==> src/rtl/barrier_pkg.sv <==
package barrier_pkg;

  typedef enum logic {
    PH_GATHER = 1'b0,
    PH_DRAIN  = 1'b1
  } phase_t;

  // Population count of a strobe vector (up to 32 ports).
  function automatic int unsigned ones32(input logic [31:0] v);
    int unsigned n;
    n = 0;
    for (int k = 0; k < 32; k++) n += int'(v[k]);
    return n;
  endfunction

endpackage

==> src/rtl/barrier_port.sv <==
module barrier_port (
  input  logic clk,
  input  logic rst_n,
  input  logic arrive,
  input  logic leave,
  input  logic member,
  input  logic gather_open,
  input  logic drain_open,
  output logic take,
  output logic drop,
  output logic proceed
);

  logic held_q;
  logic pend_q;

  assign take    = member & gather_open & ~held_q & (arrive | pend_q);
  assign drop    = held_q & drain_open & leave;
  assign proceed = held_q & drain_open;

  always_ff @(posedge clk or negedge rst_n) begin
    if (!rst_n) begin
      held_q <= 1'b0;
      pend_q <= 1'b0;
    end else begin
      held_q <= (held_q & ~drop) | take;
      if (gather_open) pend_q <= 1'b0;
      else             pend_q <= pend_q | (member & arrive & (~held_q | drop));
    end
  end

  AST_HOLD_UNTIL_LEAVE: assert property (@(posedge clk) disable iff (!rst_n)
    (proceed && !leave) |=> proceed);

  AST_PEND_NOT_HELD: assert property (@(posedge clk) disable iff (!rst_n)
    pend_q |-> !held_q);

endmodule

==> src/rtl/barrier_ctrl.sv <==
module barrier_ctrl
  import barrier_pkg::*;
#(
  parameter int NPORT = 4,
  parameter int CW    = $clog2(NPORT + 1)
) (
  input  logic             clk,
  input  logic             rst_n,
  input  logic [CW-1:0]    cfg_parties,
  input  logic [NPORT-1:0] take_vec,
  input  logic [NPORT-1:0] drop_vec,
  output logic [NPORT-1:0] member_vec,
  output logic             gather_open,
  output logic             drain_open
);

  localparam logic [CW-1:0] FULL = CW'(NPORT);

  phase_t        ph_q, ph_n;
  logic [CW-1:0] cnt_q, cnt_n;
  logic [CW-1:0] lim_q, lim_cfg, lim_eff;
  logic [CW-1:0] n_take, n_drop;
  logic          idle;

  assign idle    = (ph_q == PH_GATHER) && (cnt_q == '0);
  assign lim_cfg = (cfg_parties == '0 || cfg_parties > FULL) ? FULL : cfg_parties;
  assign lim_eff = idle ? lim_cfg : lim_q;
  assign n_take  = CW'(ones32(32'(take_vec)));
  assign n_drop  = CW'(ones32(32'(drop_vec)));

  for (genvar i = 0; i < NPORT; i++) begin : g_member
    assign member_vec[i] = (CW'(i) < lim_eff);
  end

  always_comb begin
    ph_n  = ph_q;
    cnt_n = cnt_q;
    if (ph_q == PH_GATHER) begin
      cnt_n = cnt_q + n_take;
      if (cnt_n == lim_eff) ph_n = PH_DRAIN;
    end else begin
      cnt_n = cnt_q - n_drop;
      if (cnt_n == '0) ph_n = PH_GATHER;
    end
  end

  always_ff @(posedge clk or negedge rst_n) begin
    if (!rst_n) begin
      ph_q  <= PH_GATHER;
      cnt_q <= '0;
      lim_q <= FULL;
    end else begin
      ph_q  <= ph_n;
      cnt_q <= cnt_n;
      if (idle) lim_q <= lim_cfg;
    end
  end

  assign gather_open = (ph_q == PH_GATHER);
  assign drain_open  = (ph_q == PH_DRAIN);

  AST_COUNT_BOUND: assert property (@(posedge clk) disable iff (!rst_n)
    cnt_q <= lim_q);

  AST_FULL_ON_DRAIN: assert property (@(posedge clk) disable iff (!rst_n)
    $rose(drain_open) |-> (cnt_q == lim_q));

  AST_EMPTY_ON_GATHER: assert property (@(posedge clk) disable iff (!rst_n)
    $rose(gather_open) |-> (cnt_q == '0));

  AST_NO_TAKE_IN_DRAIN: assert property (@(posedge clk) disable iff (!rst_n)
    drain_open |-> (take_vec == '0));

  AST_LIMIT_STABLE: assert property (@(posedge clk) disable iff (!rst_n)
    (!idle && $past(!idle)) |-> $stable(lim_q));

endmodule

==> src/rtl/barrier_sync.sv <==
module barrier_sync #(
  parameter int NPORT = 4,
  parameter int CW    = $clog2(NPORT + 1)
) (
  input  logic             clk,
  input  logic             rst_n,
  input  logic [CW-1:0]    cfg_parties,
  input  logic [NPORT-1:0] arrive,
  input  logic [NPORT-1:0] leave,
  output logic [NPORT-1:0] proceed,
  output logic             arrive_gate,
  output logic             depart_gate
);

  logic [NPORT-1:0] take_vec;
  logic [NPORT-1:0] drop_vec;
  logic [NPORT-1:0] member_vec;
  logic             gather_open;
  logic             drain_open;

  barrier_ctrl #(.NPORT(NPORT), .CW(CW)) u_ctrl (
    .clk         (clk),
    .rst_n       (rst_n),
    .cfg_parties (cfg_parties),
    .take_vec    (take_vec),
    .drop_vec    (drop_vec),
    .member_vec  (member_vec),
    .gather_open (gather_open),
    .drain_open  (drain_open)
  );

  for (genvar i = 0; i < NPORT; i++) begin : g_port
    barrier_port u_port (
      .clk         (clk),
      .rst_n       (rst_n),
      .arrive      (arrive[i]),
      .leave       (leave[i]),
      .member      (member_vec[i]),
      .gather_open (gather_open),
      .drain_open  (drain_open),
      .take        (take_vec[i]),
      .drop        (drop_vec[i]),
      .proceed     (proceed[i])
    );
  end

  assign arrive_gate = gather_open;
  assign depart_gate = drain_open;

  AST_GATES_EXCLUSIVE: assert property (@(posedge clk) disable iff (!rst_n)
    arrive_gate != depart_gate);

  AST_NO_EARLY_RELEASE: assert property (@(posedge clk) disable iff (!rst_n)
    arrive_gate |-> (proceed == '0));

endmodule

==> config.mk <==
export PLATFORM = sky130hd
export DESIGN_NAME = barrier_sync
export DESIGN_NICKNAME = d
export VERILOG_FILES = /design/src/rtl/barrier_pkg.sv /design/src/rtl/barrier_port.sv /design/src/rtl/barrier_ctrl.sv /design/src/rtl/barrier_sync.sv
export SDC_FILE = /design/constraint.sdc
export NUM_CORES = 1
export LEC_CHECK = 0
export BUFFER_PORTS_ARGS = -buffer_cell sky130_fd_sc_hd__clkbuf_2
export CAP_MARGIN = 10
export CORE_ASPECT_RATIO = 2
export CORE_MARGIN = 3
export CORE_UTILIZATION = 35
export DETAILED_ROUTE_END_ITERATION = 12
export HOLD_SLACK_MARGIN = 0.15
export SYNTH_ARGS = -nofsm -noshare
export SYNTH_HDL_FRONTEND = slang
export SYNTH_HIERARCHICAL = 1
export SYNTH_SLANG_ARGS = --single-unit
==> constraint.sdc <==
create_clock -name clk -period 3.9 [get_ports clk]
set_input_delay 0.195 -clock clk [delete_from_list [all_inputs] [get_ports clk]]
set_output_delay 0.195 -clock clk [all_outputs]
set_load 0.1 [all_outputs]
==> results.txt <==
----------------------------------------------------
[Run status]
  Status ... complete, no violations

[Routing]
  Post-route DRC violation count ... 0
  Wire per inst ... 15.2 um
  Via count of the routed design ... 767
  Detail-routed via count per cell ... 5.08
  Remaining antenna violation count ... 0
  Number of detailed-route iterations in the first pass ... 4
  Routed wire length ... 2290 um
  Iteration-0 DRC Markers ... 10

[Synthesis]
  Commonest register cell after synthesis ... sky130_fd_sc_hd__dfrtp_1
  Largest cells by area after synthesis ... sky130_fd_sc_hd__dfrtp_1 (34%), sky130_fd_sc_hd__fa_1 (15%), sky130_fd_sc_hd__inv_1 (6.5%)
  Synth Register Bits ... 15
  Share of synthesized registers carrying an async set or reset ... 100%
  Post-synthesis instance total ... 97
  Leading area contributor after synthesis ... sky130_fd_sc_hd__dfrtp_1
  Synth top area share ... 33.5%
  Number of distinct library cells after synthesis ... 26
  Yosys warning total ... 6
  EDFF count, synth ... 0
  Sequential-to-total area share from yosys stat ... 36.0%
  Most frequent cells after synthesis ... sky130_fd_sc_hd__inv_1 (18), sky130_fd_sc_hd__dfrtp_1 (14), sky130_fd_sc_hd__fa_1 (8)
  Mean post-synth cell area ... 10.8 um^2
  Most frequent cell after synthesis ... sky130_fd_sc_hd__inv_1
  Cell area after technology mapping ... 0.00104 mm^2
  Syn_nets ... 119

[Setup path]
  Logic depth of the worst register-to-register path ... 14
  Buffers and inverters on the worst path ... 2
  Register-to-register setup slack ... 0.43 ns
  Type of origin of the critical path ... flop
  CP max stage delay ... 0.56 ns
  Largest fanout of any net on the critical path ... 5
  Category of the worst setup path capture point ... flop
  Critical Path RT ... 4.03 ns
  Data arrival time of the critical path ... 3.60 ns
  Top cell by count, worst path ... sky130_fd_sc_hd__fa_1
  CP Cell Sequence ... nor4_4, nand3b_1, o31a_2, nand2b_1, o211ai_1, nor2_1, fa_1, inv_1, fa_1, inv_1, fa_1, xor2_1, xnor2_1, a41o_1
  Crit Path Category ... reg -> reg
  Gate family responsible for the most delay along the worst path ... adder cells
  Reg2Reg Launch Point ... u_ctrl/cnt_q[2]
  Critical-path top delay cell ... sky130_fd_sc_hd__fa_1
  Worst r2r dst ... u_ctrl/drain_open

[Flow run]
  Max_cap viols ... 0

[STA]
  Total Negative Setup Slacks ... 0 ns
  Final Skew ... 0.00374 ns
  Number of endpoints with negative hold slack in the final report ... 0
  RSZ-0062 raised after global routing ... false
  Worst slew margin ... 63.9%
  Time the worst path needs with I/O delays and setup ... 3.47 ns
  Count of pins over their slew limit ... 0
  Final period util ... 88.9%
  Maximum operating frequency ... 289 MHz
  Setup violation total in the final timing report ... 0
  Actual transition at the worst max-transition pin ... 0.544 ns

[Pwr]
  Clk network pwr share ... 42.5%
  Comb pwr share ... 4.9%
  Peak ir drop on the vdd network ... 0.127 mV
  Net switching power of the design ... 61.4 uW
  PwrDens ... 238 mW/mm^2
  Fraction of power spent switching nets ... 20.7%
  Sequential Power Share ... 52.5%
  P_leak ... 0.574 nW
  Internal power component ... 235 uW

[Place]
  Detailed placement HPWL ... 1870 um
  Number of cells after detailed placement ... 146
  Count of port buffers added during placement ... 18
  GP Congestion ... 0.784

[Layout]
  Share of cells above drive strength 1 ... 31.1%
  Fin cells ... 151
  Final #Nets ... 145
  Syn-to-layout area delta ... 19.3%
  ANT cells ... 0

[Clock network]
  Buffers from clock root to sink, at most ... 2
  CTS sink cnt ... 15
  Hold-fix buffers, CTS ... 1
  Clock network latency to the later pin of the worst-skew pair ... 0.25 ns
  Number of H-tree levels ... 1
  Clock transition at the registers of the reported paths ... 0.06 ns
  Cell chosen for the clock root ... sky130_fd_sc_hd__clkbuf_8
  Post-CTS resize count ... 0
  Total clock buffers created by CTS ... 3
  CTS tree ... built
  Post-CTS Repair Setup Buffers ... 0

[GRT]
  Tot GR Track Use ... 13.8%
  Global-route wire length before repair ... 3680 um
  Global-route congestion overflow total ... 0
  Antenna violations before repair ... 0
  Maximum number of pins on one net before global-route repair ... 18
  Number of global-route vias before repair ... 784

[Min path]
  Classification of the worst-slack hold path ... in -> reg
  Instance count along the most critical hold path ... 2
  Worst-case hold path end point ... g_port[0].u_port/pend_q
  Worst Hold Launch ... arrive[0]

[Floorplan]
  Area enclosed by the die boundary ... 0.00372 mm^2
  Placement row count ... 27
  Die boundary width ... 44.6 um
  Initial Utilization ... 37.3%
  Io pins ... 19
  Vertical die dimension ... 83.3 um
  Floorplan core area ... 0.00280 mm^2

----------------------------------------------------
## worst register-to-register path, stage by stage (launching register included)
cell,delay (ns)
sky130_fd_sc_hd__dfrtp_1,0.46
sky130_fd_sc_hd__nor4_4,0.41
sky130_fd_sc_hd__nand3b_1,0.12
sky130_fd_sc_hd__o31a_2,0.14
sky130_fd_sc_hd__nand2b_1,0.16
sky130_fd_sc_hd__o211ai_1,0.12
sky130_fd_sc_hd__nor2_1,0.09
sky130_fd_sc_hd__fa_1,0.56
sky130_fd_sc_hd__inv_1,0.05
sky130_fd_sc_hd__fa_1,0.36
sky130_fd_sc_hd__inv_1,0.07
sky130_fd_sc_hd__fa_1,0.19
sky130_fd_sc_hd__xor2_1,0.27
sky130_fd_sc_hd__xnor2_1,0.11
sky130_fd_sc_hd__a41o_1,0.24
## flip-flops by register name (all words and copies together), names as in the netlist
register and flops:
g_port.u_port/held_q 4, g_port.u_port/pend_q 4, u_ctrl/lim_q 3, u_ctrl/drain_open 1, u_ctrl/cnt_q 3
## worst max path at each step
| stage | start | end | slack, ns | cells after the start |
|---|---|---|---|---|
| global placement | cfg_parties[0] | u_ctrl/drain_open | 0.44 | 17 |
| detailed placement | cfg_parties[0] | u_ctrl/drain_open | 0.39 | 17 |
| finish | u_ctrl/cnt_q[2] | u_ctrl/drain_open | 0.43 | 14 |
| floorplan | u_ctrl/drain_open | u_ctrl/drain_open | 0.009 | 11 |
| CTS | u_ctrl/cnt_q[2] | u_ctrl/drain_open | 0.44 | 13 |
| global route | u_ctrl/drain_open | u_ctrl/drain_open | 0.24 | 13 |
## kinds of logic (layout without fill, tap and decap cells)
family                     count (synthesis)  in the layout  synth area share [%]
muxes                                      5              5                  4.79
buffers and inverters                     19             44                  7.19
AOI/OAI and AO/OA                         21             21                  16.2
adders and majority gates                  9              9                  16.5
DFF                                       15             15                  36.0
and+or+nand+nor                           23             23                  15.1
xor gates and xnor gates                   5              5                  4.19
## through the flow
| step | hold slack (ns) | cell area, um^2 | setup WS (ns) | util [%] | total power, mW |
|---|---|---|---|---|---|
| 6_report | 0.206 | 1250 | 0.434 | 44.4 | 0.296 |
| 5_1_grt | 0.208 | 1250 | 0.244 | 44.4 | 0.310 |
| 4_1_cts | 0.204 | 1250 | 0.437 | 44.4 | 0.302 |
| 3_5_place_dp | 0.137 | 1190 | 0.394 | 42.5 | 0.173 |
| 3_3_place_gp | 0.132 | 1190 | 0.441 | 42.5 | 0.172 |
| 2_1_floorplan | -0.101 | 1050 | 0.00882 | - | 0.162 |
## cells in the final DEF (no fill, tap or decap), types with 3 or more instances in the layout
cell and instances:
sky130_fd_sc_hd__nor2_1 5, sky130_fd_sc_hd__o21ai_0 4, sky130_fd_sc_hd__buf_4 3, sky130_fd_sc_hd__and3_2 4, sky130_fd_sc_hd__a32o_1 4, sky130_fd_sc_hd__inv_1 17, sky130_fd_sc_hd__clkbuf_8 3, sky130_fd_sc_hd__clkbuf_2 18
sky130_fd_sc_hd__and2_2 4, sky130_fd_sc_hd__o211ai_1 4, sky130_fd_sc_hd__mux2i_1 5, sky130_fd_sc_hd__a21bo_1 4, sky130_fd_sc_hd__nor2b_1 6, sky130_fd_sc_hd__dfrtp_1 13, sky130_fd_sc_hd__xnor2_1 4, sky130_fd_sc_hd__fa_1 8
## cell type report
cell class              count  area [um^2]
repair buffers             22          123
clock buffers               4         45.0
fillers                   278         1560
flip-flops and latches     15          378
well taps                  29         36.3
inverters                  18         71.3
multi-input cells          63          593
## power by group through the flow
| stage | combinational, mW | clock, mW | sequential, mW |
|---|---|---|---|
| after detailed placement | 0.0140 | 0 | 0.158 |
| final | 0.0146 | 0.126 | 0.156 |
| after CTS | 0.0149 | 0.131 | 0.156 |
| after floorplan | 0.00335 | 0 | 0.159 |
| after global routing | 0.0164 | 0.138 | 0.156 |
| after global placement | 0.0137 | 0 | 0.158 |
## layer usage
layer	global-route usage [%]	vias to the layer above	wire length, um
li1	-	376	-
met1	14.6	369	842
met2	24.2	16	1310
met3	1.30	6	71
met4	8.79	0	68
met5	0	-	0
Power figures use the tool's default switching activity.
